**src/rtl/lockdet_pkg.sv**
```systemverilog
// Shared types for the phase lock monitor.
// Assumes: two monitored inputs, index 0 is the reference, index 1 the feedback.
package lockdet_pkg;

    localparam int NUM_MON = 2;
    localparam int IDX_REF = 0;
    localparam int IDX_FB  = 1;

    // State of the edge-pair phase meter.
    typedef enum logic [1:0] {
        MTR_IDLE     = 2'd0,
        MTR_WAIT_REF = 2'd1,
        MTR_WAIT_FB  = 2'd2
    } mtr_state_t;

endpackage

```
**src/rtl/lockdet_edge_sync.sv**
```systemverilog
// Synchronizes one asynchronous level into clk_smp and flags its rising edge.
// Assumes: STAGES >= 2; the pulse lasts one clk_smp cycle per input rise.
module lockdet_edge_sync #(
    parameter int STAGES = 2
) (
    input  logic clk_smp,
    input  logic rst_n,
    input  logic async_in,
    output logic rise_pulse
);

    logic [STAGES-1:0] sync_sh;
    logic              last_q;

    // Shift the input through the synchronizer chain and keep the last level.
    always_ff @(posedge clk_smp) begin
        if (!rst_n) begin
            sync_sh <= '0;
            last_q  <= 1'b0;
        end else begin
            sync_sh <= {sync_sh[STAGES-2:0], async_in};
            last_q  <= sync_sh[STAGES-1];
        end
    end

    // Rising edge of the synchronized level.
    always_comb begin
        rise_pulse = sync_sh[STAGES-1] & ~last_q;
    end

endmodule

```
**src/rtl/lockdet_phase_meter.sv**
```systemverilog
// Measures clk_smp periods between the reference and feedback rising edges.
// The first edge of either kind opens the window, the other edge closes it.
// If the closing edge is late, the measurement ends at the all-ones value.
// Assumes: a repeated opening edge inside a window is ignored.
module lockdet_phase_meter
    import lockdet_pkg::*;
#(
    parameter int ERR_W = 6
) (
    input  logic             clk_smp,
    input  logic             rst_n,
    input  logic             ref_rise,
    input  logic             fb_rise,
    output logic             meas_valid,
    output logic [ERR_W-1:0] meas_err
);

    localparam logic [ERR_W-1:0] ERR_MAX = {ERR_W{1'b1}};

    mtr_state_t       state_q;
    logic [ERR_W-1:0] span_q;
    logic             closing_edge;

    // Select the edge that closes the open window.
    always_comb begin
        closing_edge = (state_q == MTR_WAIT_FB) ? fb_rise : ref_rise;
    end

    // Window state, span counter and the one-cycle result strobe.
    always_ff @(posedge clk_smp) begin
        if (!rst_n) begin
            state_q    <= MTR_IDLE;
            span_q     <= '0;
            meas_valid <= 1'b0;
            meas_err   <= '0;
        end else begin
            meas_valid <= 1'b0;
            case (state_q)
                MTR_IDLE: begin
                    if (ref_rise && fb_rise) begin
                        meas_valid <= 1'b1;
                        meas_err   <= '0;
                    end else if (ref_rise) begin
                        state_q <= MTR_WAIT_FB;
                        span_q  <= ERR_W'(1);
                    end else if (fb_rise) begin
                        state_q <= MTR_WAIT_REF;
                        span_q  <= ERR_W'(1);
                    end
                end
                MTR_WAIT_REF, MTR_WAIT_FB: begin
                    if (closing_edge) begin
                        meas_valid <= 1'b1;
                        meas_err   <= span_q;
                        state_q    <= MTR_IDLE;
                    end else if (span_q == ERR_MAX) begin
                        meas_valid <= 1'b1;
                        meas_err   <= ERR_MAX;
                        state_q    <= MTR_IDLE;
                    end else begin
                        span_q <= span_q + ERR_W'(1);
                    end
                end
                default: state_q <= MTR_IDLE;
            endcase
        end
    end

endmodule

```
**src/rtl/lockdet_eval_gate.sv**
```systemverilog
// Passes only every EVAL_PERIOD-th measurement on for judging and
// compares it with the threshold (good when strictly below it).
// Assumes: EVAL_PERIOD >= 2.
module lockdet_eval_gate #(
    parameter int ERR_W       = 6,
    parameter int EVAL_PERIOD = 64
) (
    input  logic             clk_smp,
    input  logic             rst_n,
    input  logic             meas_valid,
    input  logic [ERR_W-1:0] meas_err,
    input  logic [ERR_W-1:0] err_limit,
    output logic             eval_stb,
    output logic             eval_good
);

    localparam int POS_W = $clog2(EVAL_PERIOD);
    localparam logic [POS_W-1:0] POS_LAST = POS_W'(EVAL_PERIOD - 1);

    logic [POS_W-1:0] pos_q;

    // Count measurements and judge the one that completes each group.
    always_ff @(posedge clk_smp) begin
        if (!rst_n) begin
            pos_q     <= '0;
            eval_stb  <= 1'b0;
            eval_good <= 1'b0;
        end else begin
            eval_stb <= 1'b0;
            if (meas_valid) begin
                if (pos_q == POS_LAST) begin
                    pos_q     <= '0;
                    eval_stb  <= 1'b1;
                    eval_good <= (meas_err < err_limit);
                end else begin
                    pos_q <= pos_q + POS_W'(1);
                end
            end
        end
    end

endmodule

```
**src/rtl/lockdet_run_filter.sv**
```systemverilog
// Asymmetric filter: GOOD_RUN consecutive good judgements set the lock,
// a single bad one clears it along with the run count.
// Assumes: GOOD_RUN >= 1.
module lockdet_run_filter #(
    parameter int GOOD_RUN = 4
) (
    input  logic clk_smp,
    input  logic rst_n,
    input  logic eval_stb,
    input  logic eval_good,
    output logic lock_q
);

    localparam int RUN_W = $clog2(GOOD_RUN + 1);
    localparam logic [RUN_W-1:0] RUN_FULL = RUN_W'(GOOD_RUN);
    localparam logic [RUN_W-1:0] RUN_NEAR = RUN_W'(GOOD_RUN - 1);

    logic [RUN_W-1:0] run_q;

    // Update the good-run counter and the lock flag on each judgement.
    always_ff @(posedge clk_smp) begin
        if (!rst_n) begin
            run_q  <= '0;
            lock_q <= 1'b0;
        end else if (eval_stb) begin
            if (eval_good) begin
                if (run_q != RUN_FULL) begin
                    run_q <= run_q + RUN_W'(1);
                end
                if (run_q >= RUN_NEAR) begin
                    lock_q <= 1'b1;
                end
            end else begin
                run_q  <= '0;
                lock_q <= 1'b0;
            end
        end
    end

endmodule

```
**src/rtl/phase_lock_monitor.sv**
```systemverilog
// Top of the digitally filtered lock monitor.
// Synchronizes both divided clocks, measures their edge spacing, judges one
// measurement per group and filters the result. det_en gates the output
// without disturbing the internal state.
// Assumes: clk_smp is much faster than the monitored clocks.
module phase_lock_monitor
    import lockdet_pkg::*;
#(
    parameter int ERR_W       = 6,
    parameter int EVAL_PERIOD = 64,
    parameter int GOOD_RUN    = 4,
    parameter int SYNC_STAGES = 2
) (
    input  logic             clk_smp,
    input  logic             rst_n,
    input  logic             ref_clk_in,
    input  logic             fb_clk_in,
    input  logic             det_en,
    input  logic [ERR_W-1:0] err_limit,
    output logic             lock_out
);

    logic [NUM_MON-1:0] raw_in;
    logic [NUM_MON-1:0] rise_vec;
    logic               meas_valid;
    logic [ERR_W-1:0]   meas_err;
    logic               eval_stb;
    logic               eval_good;
    logic               lock_q;

    // Gather the monitored clocks into one vector.
    always_comb begin
        raw_in[IDX_REF] = ref_clk_in;
        raw_in[IDX_FB]  = fb_clk_in;
    end

    for (genvar gi = 0; gi < NUM_MON; gi++) begin : g_sync
        lockdet_edge_sync #(
            .STAGES(SYNC_STAGES)
        ) u_sync (
            .clk_smp   (clk_smp),
            .rst_n     (rst_n),
            .async_in  (raw_in[gi]),
            .rise_pulse(rise_vec[gi])
        );
    end

    lockdet_phase_meter #(
        .ERR_W(ERR_W)
    ) u_meter (
        .clk_smp   (clk_smp),
        .rst_n     (rst_n),
        .ref_rise  (rise_vec[IDX_REF]),
        .fb_rise   (rise_vec[IDX_FB]),
        .meas_valid(meas_valid),
        .meas_err  (meas_err)
    );

    lockdet_eval_gate #(
        .ERR_W      (ERR_W),
        .EVAL_PERIOD(EVAL_PERIOD)
    ) u_gate (
        .clk_smp   (clk_smp),
        .rst_n     (rst_n),
        .meas_valid(meas_valid),
        .meas_err  (meas_err),
        .err_limit (err_limit),
        .eval_stb  (eval_stb),
        .eval_good (eval_good)
    );

    lockdet_run_filter #(
        .GOOD_RUN(GOOD_RUN)
    ) u_filter (
        .clk_smp  (clk_smp),
        .rst_n    (rst_n),
        .eval_stb (eval_stb),
        .eval_good(eval_good),
        .lock_q   (lock_q)
    );

    // Output gating by the enable bit.
    always_comb begin
        lock_out = lock_q & det_en;
    end

endmodule

```
**config.mk**
```make
export PLATFORM = sky130hd
export DESIGN_NAME = phase_lock_monitor
export DESIGN_NICKNAME = d
export VERILOG_FILES = /design/src/rtl/lockdet_pkg.sv /design/src/rtl/lockdet_edge_sync.sv /design/src/rtl/lockdet_phase_meter.sv /design/src/rtl/lockdet_eval_gate.sv /design/src/rtl/lockdet_run_filter.sv /design/src/rtl/phase_lock_monitor.sv
export SDC_FILE = /design/constraint.sdc
export NUM_CORES = 1
export LEC_CHECK = 0
export BUFFER_PORTS_ARGS = -buffer_cell sky130_fd_sc_hd__buf_2
export CAP_MARGIN = 25
export CORE_AREA = 2 2 67 69
export CTS_CLUSTER_SIZE = 10
export DETAILED_ROUTE_END_ITERATION = 12
export DIE_AREA = 0 0 69 71
export MAX_ROUTING_LAYER = met4
export SLEW_MARGIN = 20
export SYNTH_ARGS = -nofsm -noshare
export SYNTH_HDL_FRONTEND = slang
export SYNTH_SLANG_ARGS = --single-unit
```
**constraint.sdc**
```tcl
create_clock -name clk_smp -period 1.89 [get_ports clk_smp]
set_input_delay 0.189 -clock clk_smp [delete_from_list [all_inputs] [get_ports clk_smp]]
set_output_delay 0.189 -clock clk_smp [all_outputs]
set_load 0.05 [all_outputs]
```
==> impl_metrics.json <==
{
  "synth_area_mm2": 0.00181,
  "nFillCells": 409,
  "port_buffers": 11,
  "hold_viol": 0,
  "n_antenna_cell": 0,
  "max-cap-violations": 0,
  "synth-seq-cells": 33,
  "startpoint_type": "flip-flop",
  "hp-start": "fb_clk_in",
  "grt_pass1_vias": 1255,
  "crit_start": "u_meter.state_q[0]",
  "power.total_mw": 1.67,
  "max_stage_delay_ns": 0.36,
  "routed_wl_um": 3380,
  "crit_required_ns": 2.08,
  "clk_path_buf_depth": 2,
  "worst_slew_pin_slew_ns": 0.461,
  "syn_inst": 202,
  "ys.flop_type": "dfxtp_1",
  "cts-root-buf": "clkbuf_8",
  "hpwl_um": 2450,
  "slew_headroom_pct": 69.2,
  "wl_per_cell_um": 12.4,
  "fin_nets": 244,
  "first_iter_violations": 42,
  "clkSinkCount": 33,
  "overflow": 0,
  "num_rows": 24,
  "drt_first_pass_iters": 4,
  "timing.fmax_mhz": 572,
  "dieArea_mm2": 0.00490,
  "synth_warnings": 0,
  "reg2reg_depth": 7,
  "worstPathCellList": "inv_1, ha_2, nand3b_4, o2111a_2, o31ai_4, a22oi_1, o32ai_1",
  "synth_edf_count": 0,
  "pre_cts_ws_ns": 0.0803,
  "ir_worst_vdd_mv": 0.417,
  "final_util_pct": 48.8,
  "pin_count": 12,
  "crit_type": "reg2reg",
  "synth_cell_types": 49,
  "dieWidth_um": 69,
  "grt_pass1_wl_um": 5810,
  "worstPathMaxFanout": 7,
  "period_share_pct": 92.6,
  "mappedNetlistNets": 226,
  "core_area_mm2": 0.00420,
  "report.final.slew_viol_count": 0,
  "vias_per_cell": 5.26,
  "r2r_start": "u_meter.state_q[0]",
  "place_congestion": 0.898,
  "power_density_mw_per_mm2": 814,
  "slowest_stage": "o31ai_4",
  "initial_core_util_pct": 43.1,
  "p_leak_nw": 0.868,
  "drive_above_1_share_pct": 18.1,
  "min_period_ns": 1.75,
  "grt_max_degree": 16,
  "syn_avg_cell_area_um2": 8.97,
  "crit_arrival_ns": 1.94,
  "vias": 1436,
  "skew_ns": 0.00553,
  "clk_latency_ns": 0.29,
  "setup-violations-final": 0,
  "antenna_found_initial": 0,
  "htreeDepth": 2,
  "grt_usage_pct": 15.3,
  "hold_path.class": "in2reg",
  "async_flop_share_pct": 0,
  "min_path_cells": 2,
  "ys_seq_area_share_pct": 36.5,
  "worst-r2r-setup-slack_ns": 0.14,
  "route.detailed.drc": 0,
  "cts_buffers": 5,
  "die_h_um": 71,
  "syn2layout_area_growth_pct": 13.2,
  "cts_hold_buf": 0,
  "cts_tree": "built",
  "path_clk_slew_ns": 0.07,
  "antenna_violating_nets_post_route": 0,
  "outcome": "finished, final reports clean",
  "worst_slack_ns": 0.140,
  "crit_path_end_kind": "flip-flop",
  "rsz0062_at_grt": "yes"
}
[synthesized netlist by cell type, types with 3 or more instances]
library cell / count / area share, %
dfxtp_1: 33 / 36
nor2_1: 25 / 5.2
inv_1: 16 / 3.3
nand2_1: 16 / 3.3
ha_1: 13 / 9.0
nand3_1: 11 / 3.0
and2_1: 8 / 2.8
a31oi_1: 7 / 2.4
o21ai_0: 6 / 1.7
o2bb2ai_1: 6 / 2.9
a21oi_1: 5 / 1.4
a22oi_1: 5 / 2.1
nand4_1: 4 / 1.4
nor3_1: 3 / 0.83
o21ai_1: 3 / 0.83
xnor2_1: 3 / 1.5
xor2_1: 3 / 1.5
[report_power, final]
group          total [mW]  internal [mW]  leakage [nW]  switching (mW)
Sequential          0.724          0.712         0.267          0.0119
Combinational       0.259          0.113         0.542           0.145
Clock               0.686          0.430        0.0585           0.257
[logic make-up after synthesis]
logic type | count (synthesis) | synth area share [%]
AND/OR/NAND/NOR | 80 | 24.3
AO/OA/AOI/OAI | 46 | 20.0
flip-flops | 33 | 36.5
buffers and inverters | 23 | 6.84
adder cells (fa/ha/maj) | 13 | 8.98
XOR/XNOR | 6 | 2.90
multiplexers | 1 | 0.553
[what timing repair did]
item                       CTS  global route
resized for setup            0             2
setup endpoints to repair    0            11
setup buffers                0             0
[worst max-delay path, delay by kind of cell, from the launching register on]
kind                       cells  cell delay (ns)
and+or+nand+nor                1             0.11
buffers and inverters          1             0.12
DFF                            1             0.31
AOI/OAI and AO/OA              4             0.81
adders and majority gates      1             0.30
[metrics by stage]
stage / cells / area, um^2 / setup TNS [ns] / hold WS [ns]
6_report: 273 / 2050 / 0 / 0.106
5_1_grt: 273 / 2050 / -0.0288 / 0.115
4_1_cts: 273 / 2040 / 0 / 0.0992
3_5_place_dp: 265 / 1920 / 0 / 0.400
3_3_place_gp: 265 / 1920 / 0 / 0.398
2_1_floorplan: 202 / 1810 / 0 / 0.316
[layer usage]
metal	share of wire, %	track usage (%)	vias up
met3	5.7	4.27	6
li1	-	-	751
met1	51	19.4	641
met4	1.7	6.54	0
met5	0	-	-
met2	42	22.9	38
[registers in the layout (all words and copies together), names as in the netlist]
register               flops
u_gate.pos_q               6
u_meter.meas_err           6
u_meter.span_q             6
g_sync.u_sync.sync_sh      4
u_filter.run_q             3
g_sync.u_sync.last_q       2
u_meter.state_q            2
u_filter.lock_q            1
u_gate.eval_good           1
u_gate.eval_stb            1
u_meter.meas_valid         1
[final cells by class]
cell class	count	area [um^2]	area share [%]
clock buffer	7	86.3	4.21
clock inverter	1	30.0	1.46
inverter	16	60.1	2.93
multi-input combinational	146	1040	50.8
sequential	33	661	32.2
tap	52	65.1	3.17
timing repair buffer	18	108	5.25
[cell usage in the layout (no fill, tap or decap), drive strengths merged, types with 2 or more instances in the layout]
cell / instances
dfxtp: 33
nor2: 25
buf: 18
inv: 16
nand2: 16
ha: 13
nand3: 12
o21ai: 9
and2: 8
a31oi: 7
clkbuf: 7
o2bb2ai: 6
a22oi: 5
a21oi: 5
nand4: 5
nor3: 4
xnor2: 3
xor2: 3
nand2b: 3
o32ai: 2
[final timing paths]
path,to
worst max-delay path,u_meter.span_q[3]
worst min-delay path,g_sync[1].u_sync.sync_sh[0]
worst max register to register,u_meter.span_q[3]
worst min register to register,g_sync[1].u_sync.sync_sh[1]
Note: power is estimated with default switching activity, not from simulation.
